===== src/rtl/fport_pkg.sv =====
// Package: types shared by the flash data port sequencer.
// Assumes nothing beyond the standard language.
package fport_pkg;

    // Phases of one external bus access.
    typedef enum logic [1:0] {
        SEQ_IDLE   = 2'd0,
        SEQ_STROBE = 2'd1,
        SEQ_ACCESS = 2'd2
    } seq_state_t;

endpackage


===== src/rtl/fport_addr.sv =====
// Module: address register holding an upper and a low byte.
// The low byte can increment on its own and wraps with no carry.
// Assumes that load and inc are never high in the same cycle; if they are, load wins.
module fport_addr #(
    parameter int HI_W = 8,
    parameter int LO_W = 8,
    localparam int ADDR_W = HI_W + LO_W
) (
    input  logic              clk,
    input  logic              rst_n,
    input  logic              load,
    input  logic [ADDR_W-1:0] load_val,
    input  logic              inc,
    output logic [HI_W-1:0]   addr_hi,
    output logic [LO_W-1:0]   addr_lo
);

    // Load the full address, or step the low byte only.
    always_ff @(posedge clk) begin
        if (!rst_n) begin
            addr_hi <= '0;
            addr_lo <= '0;
        end else if (load) begin
            {addr_hi, addr_lo} <= load_val;
        end else if (inc) begin
            addr_lo <= addr_lo + LO_W'(1);
        end
    end

endmodule


===== src/rtl/fport_seq.sv =====
// Module: external bus timing for one single-byte access.
// The sequence is: one strobe cycle with the upper address on the data lines,
// then an access phase with chip-select low. A read holds the phase for W+1
// cycles and captures data at its last edge. A write holds it for max(W,1) cycles.
// Assumes that start comes only while busy is low, and that wait_cnt is steady during the strobe cycle.
module fport_seq
    import fport_pkg::*;
#(
    parameter int DATA_W = 8,
    parameter int WAIT_W = 4
) (
    input  logic              clk,
    input  logic              rst_n,
    input  logic              start,
    input  logic              start_wr,
    input  logic [WAIT_W-1:0] wait_cnt,
    input  logic [DATA_W-1:0] addr_hi,
    input  logic [DATA_W-1:0] wr_data,
    input  logic [DATA_W-1:0] xd_in,
    output logic              busy,
    output logic              op_wr,
    output logic              done,
    output logic [DATA_W-1:0] rd_byte,
    output logic [DATA_W-1:0] xd_out,
    output logic              xd_oe,
    output logic              xstrobe,
    output logic              xcs_n,
    output logic              xoe_n,
    output logic              xwe_n
);

    seq_state_t        state;
    logic [WAIT_W-1:0] cnt;
    logic              in_acc;

    assign in_acc = (state == SEQ_ACCESS);
    assign done   = in_acc && (cnt == '0);
    assign busy   = (state != SEQ_IDLE);

    // Step through the phases, load the access length and capture read data.
    always_ff @(posedge clk) begin
        if (!rst_n) begin
            state   <= SEQ_IDLE;
            op_wr   <= 1'b0;
            cnt     <= '0;
            rd_byte <= '0;
        end else begin
            case (state)
                SEQ_IDLE: begin
                    if (start) begin
                        state <= SEQ_STROBE;
                        op_wr <= start_wr;
                    end
                end
                SEQ_STROBE: begin
                    state <= SEQ_ACCESS;
                    cnt   <= (op_wr && wait_cnt != '0) ? wait_cnt - WAIT_W'(1) : wait_cnt;
                end
                SEQ_ACCESS: begin
                    if (cnt == '0) begin
                        state <= SEQ_IDLE;
                        if (!op_wr) rd_byte <= xd_in;
                    end else begin
                        cnt <= cnt - WAIT_W'(1);
                    end
                end
                default: state <= SEQ_IDLE;
            endcase
        end
    end

    // Decode the bus pins from the phase.
    always_comb begin
        xstrobe = (state == SEQ_STROBE);
        xcs_n   = !in_acc;
        xoe_n   = !(in_acc && !op_wr);
        xwe_n   = !(in_acc && op_wr);
        xd_oe   = xstrobe || (in_acc && op_wr);
        if (xstrobe)               xd_out = addr_hi;
        else if (in_acc && op_wr)  xd_out = wr_data;
        else                       xd_out = '0;
    end

endmodule


===== src/rtl/fport_host.sv =====
// Module: host-side handshake. It decides, per request, between an answer and a retry.
// It holds the fetched-byte valid flag and the posted write buffer, and it launches bus accesses.
// Assumes at most one request per cycle.
module fport_host #(
    parameter int DATA_W = 8
) (
    input  logic              clk,
    input  logic              rst_n,
    input  logic              host_rd,
    input  logic              host_wr,
    input  logic              host_addr_ld,
    input  logic [DATA_W-1:0] host_wdata,
    input  logic              cfg_autoinc,
    input  logic              seq_busy,
    input  logic              seq_wr,
    input  logic              seq_done,
    input  logic [DATA_W-1:0] rd_byte,
    output logic              launch,
    output logic              launch_wr,
    output logic [DATA_W-1:0] wbuf,
    output logic              addr_load,
    output logic              addr_inc,
    output logic              resp_valid,
    output logic              resp_retry,
    output logic [DATA_W-1:0] resp_rdata
);

    logic valid_q, wr_pend_q, launch_rd_q, launch_wr_q;
    logic busy_any, wr_active, rd_hit, rd_fetch, wr_accept, ld_accept, wr_fire;

    // Classify the request in this cycle.
    always_comb begin
        busy_any  = seq_busy || wr_pend_q || launch_rd_q || launch_wr_q;
        wr_active = wr_pend_q || launch_wr_q || (seq_busy && seq_wr);
        rd_hit    = host_rd && valid_q;
        rd_fetch  = host_rd && !valid_q && !busy_any;
        wr_accept = host_wr && !wr_active;
        ld_accept = host_addr_ld && !busy_any;
        wr_fire   = wr_pend_q && !seq_busy && !launch_rd_q && !launch_wr_q;
    end

    assign addr_load = ld_accept;
    assign addr_inc  = cfg_autoinc && (rd_hit || (seq_done && seq_wr));
    assign launch    = launch_rd_q || launch_wr_q;
    assign launch_wr = launch_wr_q;

    // Track the launches, the posted write and the held read byte.
    always_ff @(posedge clk) begin
        if (!rst_n) begin
            valid_q     <= 1'b0;
            wr_pend_q   <= 1'b0;
            launch_rd_q <= 1'b0;
            launch_wr_q <= 1'b0;
            wbuf        <= '0;
        end else begin
            launch_rd_q <= rd_fetch;
            launch_wr_q <= wr_fire;
            if (wr_accept) begin
                wr_pend_q <= 1'b1;
                wbuf      <= host_wdata;
            end else if (wr_fire) begin
                wr_pend_q <= 1'b0;
            end
            if (wr_accept || ld_accept || (rd_hit && cfg_autoinc))
                valid_q <= 1'b0;
            else if (seq_done && !seq_wr && !wr_pend_q)
                valid_q <= 1'b1;
        end
    end

    // Register the one-cycle response to each request.
    always_ff @(posedge clk) begin
        if (!rst_n) begin
            resp_valid <= 1'b0;
            resp_retry <= 1'b0;
            resp_rdata <= '0;
        end else begin
            resp_valid <= host_rd || host_wr || host_addr_ld;
            resp_retry <= (host_rd && !rd_hit) || (host_wr && !wr_accept)
                          || (host_addr_ld && !ld_accept);
            resp_rdata <= rd_hit ? rd_byte : '0;
        end
    end

endmodule


===== src/rtl/flash_port_seq.sv =====
// Module: flash data port access sequencer (top).
// Single-byte host access to an external Flash/EPROM through a multiplexed bus.
// Reads are non-blocking and writes are posted.
// Assumes at most one host request per cycle, and config that changes only while idle.
module flash_port_seq #(
    parameter int DATA_W = 8,
    parameter int LO_W   = 8,
    parameter int WAIT_W = 4,
    localparam int ADDR_W = DATA_W + LO_W
) (
    input  logic              clk,
    input  logic              rst_n,
    input  logic [WAIT_W-1:0] cfg_wait,
    input  logic              cfg_autoinc,
    input  logic              host_addr_ld,
    input  logic [ADDR_W-1:0] host_addr,
    input  logic              host_rd,
    input  logic              host_wr,
    input  logic [DATA_W-1:0] host_wdata,
    output logic              resp_valid,
    output logic              resp_retry,
    output logic [DATA_W-1:0] resp_rdata,
    output logic [DATA_W-1:0] xd_out,
    output logic              xd_oe,
    input  logic [DATA_W-1:0] xd_in,
    output logic [LO_W-1:0]   xa_lo,
    output logic              xstrobe,
    output logic              xcs_n,
    output logic              xoe_n,
    output logic              xwe_n
);

    logic              launch, launch_wr, addr_load, addr_inc;
    logic              seq_busy, seq_wr, seq_done;
    logic [DATA_W-1:0] wbuf, rd_byte, addr_hi;

    fport_host #(.DATA_W(DATA_W)) host_i (
        .clk(clk), .rst_n(rst_n),
        .host_rd(host_rd), .host_wr(host_wr), .host_addr_ld(host_addr_ld),
        .host_wdata(host_wdata), .cfg_autoinc(cfg_autoinc),
        .seq_busy(seq_busy), .seq_wr(seq_wr), .seq_done(seq_done), .rd_byte(rd_byte),
        .launch(launch), .launch_wr(launch_wr), .wbuf(wbuf),
        .addr_load(addr_load), .addr_inc(addr_inc),
        .resp_valid(resp_valid), .resp_retry(resp_retry), .resp_rdata(resp_rdata)
    );

    fport_addr #(.HI_W(DATA_W), .LO_W(LO_W)) addr_i (
        .clk(clk), .rst_n(rst_n),
        .load(addr_load), .load_val(host_addr), .inc(addr_inc),
        .addr_hi(addr_hi), .addr_lo(xa_lo)
    );

    fport_seq #(.DATA_W(DATA_W), .WAIT_W(WAIT_W)) seq_i (
        .clk(clk), .rst_n(rst_n),
        .start(launch), .start_wr(launch_wr), .wait_cnt(cfg_wait),
        .addr_hi(addr_hi), .wr_data(wbuf), .xd_in(xd_in),
        .busy(seq_busy), .op_wr(seq_wr), .done(seq_done), .rd_byte(rd_byte),
        .xd_out(xd_out), .xd_oe(xd_oe), .xstrobe(xstrobe),
        .xcs_n(xcs_n), .xoe_n(xoe_n), .xwe_n(xwe_n)
    );

endmodule


===== config.mk =====
export PLATFORM = sky130hd
export DESIGN_NAME = flash_port_seq
export DESIGN_NICKNAME = d
export VERILOG_FILES = /design/src/rtl/fport_pkg.sv /design/src/rtl/fport_addr.sv /design/src/rtl/fport_seq.sv /design/src/rtl/fport_host.sv /design/src/rtl/flash_port_seq.sv
export SDC_FILE = /design/constraint.sdc
export NUM_CORES = 1
export LEC_CHECK = 0
export ABC_AREA = 1
export BUFFER_PORTS_ARGS = -buffer_cell sky130_fd_sc_hd__clkbuf_2
export CORE_UTILIZATION = 45
export DETAILED_ROUTE_END_ITERATION = 6
export PLACE_DENSITY = 0.71
export SETUP_SLACK_MARGIN = 0.1
export SYNTH_ARGS = -nofsm -noshare
export SYNTH_HDL_FRONTEND = slang
export SYNTH_HIERARCHICAL = 1
export SYNTH_SLANG_ARGS = --single-unit

===== constraint.sdc =====
create_clock -name clk -period 2.4 [get_ports clk]
set_input_delay 0.12 -clock clk [delete_from_list [all_inputs] [get_ports clk]]
set_output_delay 0.12 -clock clk [all_outputs]
set_load 0.005 [all_outputs]

==> report_table.html <==
<table>
<tr><th>Metric</th><th>Value</th></tr>
<tr><th colspan="2">CTS</th></tr>
<tr><td>Source-to-sink clock delay at the later pin of the worst-skew pair</td><td>about 0.30 ns</td></tr>
<tr><td>Resize count post-CTS</td><td>0</td></tr>
<tr><td>Number of sinks driven by the clock tree</td><td>53</td></tr>
<tr><td>Post-cts hold buffer count</td><td>0</td></tr>
<tr><td>Clk slew on worst S/H paths</td><td>about 0.1 ns</td></tr>
<tr><td>H-tree level count</td><td>2</td></tr>
<tr><td>Total clock buffers created by CTS</td><td>5</td></tr>
<tr><td>Number of setup buffers added after CTS</td><td>0</td></tr>
<tr><td>CTS tree</td><td>built</td></tr>
<tr><td>Cell at the root of the clock tree</td><td>sky130_fd_sc_hd__clkbuf_8</td></tr>
<tr><td>Buffer levels on the longest clock path</td><td>2</td></tr>
<tr><th colspan="2">Drt</th></tr>
<tr><td>Post-route antenna net violation count</td><td>0</td></tr>
<tr><td>Average wire length per cell after detail routing</td><td>~12 um</td></tr>
<tr><td>Total Wirelength</td><td>approximately 5.4 mm</td></tr>
<tr><td>First-pass iteration count of the detailed router</td><td>4</td></tr>
<tr><td>Routed via count</td><td>~2,300</td></tr>
<tr><td>Via-per-instance ratio</td><td>slightly below 5</td></tr>
<tr><td>DRC violations left</td><td>0</td></tr>
<tr><td>First-iteration detailed-routing DRC count</td><td>between 150 and 200</td></tr>
<tr><th colspan="2">Floorplanning</th></tr>
<tr><td>Initial Utilization</td><td>a little under half</td></tr>
<tr><td>Total die area</td><td>~5700 um^2</td></tr>
<tr><td>Core Footprint</td><td>~5200 um^2</td></tr>
<tr><td>Die width</td><td>roughly 76 um</td></tr>
<tr><td>I/O pins</td><td>73</td></tr>
<tr><td>Placement row count</td><td>26</td></tr>
<tr><td>Die height</td><td>~76 um</td></tr>
<tr><th colspan="2">GRT</th></tr>
<tr><td>Overall fraction of global-route tracks in use</td><td>approximately 21%</td></tr>
<tr><td>Aggregate global routing overflow</td><td>0</td></tr>
<tr><td>Antenna violations before repair</td><td>0</td></tr>
<tr><td>Pin count of the biggest net entering global routing</td><td>31</td></tr>
<tr><td>Number of global-route vias before repair</td><td>2,003</td></tr>
<tr><td>Global-route wire length before repair</td><td>8.96 mm</td></tr>
<tr><th colspan="2">Place</th></tr>
<tr><td>Placed cell count</td><td>460</td></tr>
<tr><td>HPWL after DPL</td><td>approximately 4.1 mm</td></tr>
<tr><td>Buffers on Ports</td><td>72</td></tr>
<tr><td>Final GP Congestion</td><td>between 0.8 and 0.9</td></tr>
<tr><th colspan="2">Critical path</th></tr>
<tr><td>Endpoint type of the worst setup path</td><td>flip-flop</td></tr>
<tr><td>Critical Path Source Type</td><td>flip-flop</td></tr>
<tr><td>Cell at the slowest stage of the critical path</td><td>sky130_fd_sc_hd__dfxtp_1</td></tr>
<tr><td>CP max stage delay</td><td>about 0.35 ns</td></tr>
<tr><td>Setup slack of the most critical reg-to-reg path</td><td>0.66 ns</td></tr>
<tr><td>Crit path cell chain</td><td>nor2_1 &gt; inv_1 &gt; nor2_1 &gt; nand2_1 &gt; nor2_1 &gt; buf_4 &gt; nor2_2 &gt; a22oi_1 &gt; a21oi_2</td></tr>
<tr><td>Worst path top cell family by delay</td><td>simple AND/OR/NAND/NOR gates</td></tr>
<tr><td>Maximum net fanout on the critical path</td><td>16</td></tr>
<tr><td>CP Buf/Inv Count</td><td>2</td></tr>
<tr><td>Most common cell type on the critical path</td><td>sky130_fd_sc_hd__nor2_1</td></tr>
<tr><td>Kind of critical path</td><td>reg -&gt; reg</td></tr>
<tr><td>Worst Path Required</td><td>2.59 ns</td></tr>
<tr><td>CP Data Arrival Time</td><td>roughly 1.9 ns</td></tr>
<tr><th colspan="2">Timing</th></tr>
<tr><td>Final cycle utilization of the critical path</td><td>72.5%</td></tr>
<tr><td>Fin. Hold Viols</td><td>0</td></tr>
<tr><td>Unrepaired setup endpoints after global routing</td><td>no</td></tr>
<tr><td>Slew at the pin closest to its max-slew limit</td><td>~0.55 ns</td></tr>
<tr><td>Total Negative Setup Slacks</td><td>0 ns</td></tr>
<tr><td>Final-report setup violation count</td><td>0</td></tr>
<tr><td>Top achievable clock speed</td><td>~570 MHz</td></tr>
<tr><td>Clock skew after layout</td><td>just under 0.009 ns</td></tr>
<tr><td>Relative slew slack</td><td>63.0%</td></tr>
<tr><td>Pins Over Slew Limit</td><td>0</td></tr>
<tr><td>Post-route minimum period</td><td>approximately 1.7 ns</td></tr>
<tr><td>Worst hold margin</td><td>between 0.04 and 0.05 ns</td></tr>
<tr><th colspan="2">Yosys</th></tr>
<tr><td>Fraction of post-synthesis cell area in the top cell type by area</td><td>about 43%</td></tr>
<tr><td>Synthesized netlist net count</td><td>between 300 and 400</td></tr>
<tr><td>Total of flip-flops plus latches after synthesis</td><td>53</td></tr>
<tr><td>Cell taking the most area after synthesis</td><td>sky130_fd_sc_hd__dfxtp_1</td></tr>
<tr><td>Number of warnings reported in the yosys synthesis log</td><td>6</td></tr>
<tr><td>Ys flop type</td><td>sky130_fd_sc_hd__dfxtp_1</td></tr>
<tr><td>Share of synthesized flip-flops with an asynchronous set or reset</td><td>0%</td></tr>
<tr><td>Leading post-synthesis cells by cell area</td><td>sky130_fd_sc_hd__dfxtp_1 43%, sky130_fd_sc_hd__nor2_1 8.9%, sky130_fd_sc_hd__nand2_1 8.3%</td></tr>
<tr><td>Number of enable-type register cells in the synthesized netlist</td><td>0</td></tr>
<tr><td>Post-Synthesis Mean Instance Area</td><td>between 7 and 8 um^2</td></tr>
<tr><td>Number of distinct library cells after synthesis</td><td>39</td></tr>
<tr><td>Summed instance area of the synthesized netlist</td><td>about 2400 um^2</td></tr>
<tr><td>Share of synthesized area occupied by flip-flops and latches</td><td>43.4%</td></tr>
<tr><td>Post-Synthesis Cells</td><td>between 300 and 400</td></tr>
<tr><th colspan="2">Final layout</th></tr>
<tr><td>Nets@finish</td><td>443</td></tr>
<tr><td>Inserted Diodes</td><td>0</td></tr>
<tr><td>Area grow syn2layout</td><td>22.4%</td></tr>
<tr><td>Count of non-filler cells in the finished layout</td><td>468</td></tr>
<tr><td>Share of layout cells above drive strength 1</td><td>approximately 27%</td></tr>
<tr><th colspan="2">Outcome</th></tr>
<tr><td>Run status</td><td>finished, final reports clean</td></tr>
<tr><th colspan="2">Flow run</th></tr>
<tr><td>Max-Cap Viols</td><td>0</td></tr>
<tr><th colspan="2">Power and ir drop</th></tr>
<tr><td>Leakage power of the design</td><td>approximately 0.0014 uW</td></tr>
<tr><td>Highest ir drop seen on vdd</td><td>roughly 0.00035 V</td></tr>
<tr><td>Power per cell area</td><td>709 nW/um^2</td></tr>
<tr><th colspan="2">Worst hold path</th></tr>
<tr><td>Classification of the worst-slack hold path</td><td>in -&gt; reg</td></tr>
</table>
through the flow:
stage	total power (uW)	setup WS, ns	instance area, um^2	utilization, %
global route	2250	0.415	2990	57.8
floorplan	1310	0.764	2440	-
finish	2120	0.659	2990	57.8
CTS	2140	0.662	2990	57.8
global placement	1430	0.748	2860	55.2
detailed placement	1440	0.676	2860	55.2
flip-flops by register name, indices dropped and copies added, names as in the netlist:
register / flops
seq_i/rd_byte: 8
host_i/resp_rdata: 8
addr_i/addr_hi: 8
host_i/valid_q: 1
seq_i/state: 2
host_i/resp_retry: 1
host_i/launch_wr: 1
addr_i/addr_lo: 8
seq_i/cnt: 4
host_i/launch_rd_q: 1
host_i/wbuf: 8
host_i/wr_pend_q: 1
host_i/resp_valid: 1
seq_i/op_wr: 1
Yosys cell counts (2+ instances only):
| cell | instances |
|---|---|
| sky130_fd_sc_hd__a21oi_1 | 20 |
| sky130_fd_sc_hd__a21oi_2 | 2 |
| sky130_fd_sc_hd__a22oi_1 | 4 |
| sky130_fd_sc_hd__a32o_1 | 8 |
| sky130_fd_sc_hd__buf_2 | 4 |
| sky130_fd_sc_hd__clkbuf_1 | 3 |
| sky130_fd_sc_hd__dfxtp_1 | 53 |
| sky130_fd_sc_hd__ha_1 | 4 |
| sky130_fd_sc_hd__inv_1 | 29 |
| sky130_fd_sc_hd__inv_2 | 3 |
| sky130_fd_sc_hd__nand2_1 | 54 |
| sky130_fd_sc_hd__nand2_2 | 5 |
| sky130_fd_sc_hd__nand3_1 | 14 |
| sky130_fd_sc_hd__nand3_2 | 2 |
| sky130_fd_sc_hd__nand4_1 | 10 |
| sky130_fd_sc_hd__nor2_1 | 58 |
| sky130_fd_sc_hd__nor2_2 | 4 |
| sky130_fd_sc_hd__o21ai_0 | 25 |
| sky130_fd_sc_hd__o21ai_1 | 2 |
| sky130_fd_sc_hd__o21bai_1 | 2 |
path summary, 6_finish.rpt:
check / startpoint / endpoint / cells past startpoint
max: seq_i/state[0] / addr_i/addr_lo[7] / 9
min: host_addr[9] / addr_i/addr_hi[1] / 3
max reg2reg: seq_i/state[0] / addr_i/addr_lo[7] / 9
min reg2reg: seq_i/rd_byte[3] / host_i/resp_rdata[3] / 2
layer usage:
layer	track usage (%)	share of wire, %	up-vias
li1	-	-	1220
met1	27.5	47	1006
met2	33.9	47	62
met3	4.37	5.2	4
met4	5.56	1.0	0
met5	0	0	-
power by group:
part / switching [uW] / internal, uW
Combinational: 238 / 158
Sequential: 70.0 / 955
Clock: 284 / 414
Total: 592 / 1530
cell type report:
cell class                      count  area [um^2]
Clock buffer                        5         68.8
Clock inverter                      3         65.1
Fill cell                         492         2180
Inverter                           35          139
Multi-Input combinational cell    228         1190
Sequential cell                    53         1060
Tap cell                           70         87.6
Timing Repair Buffer               74          375
layout by cell type, fill, tap and decap left out, types with 2 or more instances in the layout:
cell type,n
sky130_fd_sc_hd__a21oi_1,20
sky130_fd_sc_hd__nand3_2,2
sky130_fd_sc_hd__o21bai_1,2
sky130_fd_sc_hd__buf_4,2
sky130_fd_sc_hd__nand4_1,10
sky130_fd_sc_hd__nor2_2,4
sky130_fd_sc_hd__inv_1,29
sky130_fd_sc_hd__bufinv_16,2
sky130_fd_sc_hd__clkbuf_2,72
sky130_fd_sc_hd__a32o_1,8
sky130_fd_sc_hd__a21oi_2,2
sky130_fd_sc_hd__a22oi_1,4
sky130_fd_sc_hd__nand2_2,5
sky130_fd_sc_hd__nand3_1,14
sky130_fd_sc_hd__o21ai_1,2
sky130_fd_sc_hd__ha_1,4
sky130_fd_sc_hd__clkbuf_8,5
sky130_fd_sc_hd__nor2_1,58
sky130_fd_sc_hd__dfxtp_1,53
sky130_fd_sc_hd__inv_2,3
sky130_fd_sc_hd__nand2_1,54
sky130_fd_sc_hd__o21ai_0,25
cells by family (layout without fill, tap and decap cells):
family / Yosys count / in the layout / synth area share [%]
AO/OA/AOI/OAI: 66 / 66 / 16.4
XOR/XNOR: 2 / 2 / 0.717
adder cells (fa/ha/maj): 4 / 4 / 2.05
AND/OR/NAND/NOR: 156 / 156 / 29.7
buffers and inverters: 44 / 117 / 7.74
flip-flops: 53 / 53 / 43.4
worst reg2reg max path: cells and delay by family, from the launching register on:
kind | cells | cell delay [ns]
AO/OA/AOI/OAI | 2 | 0.29
AND/OR/NAND/NOR | 5 | 0.66
flip-flops | 1 | 0.35
buffers and inverters | 2 | 0.33
Note: power is estimated with default switching activity, not from simulation.
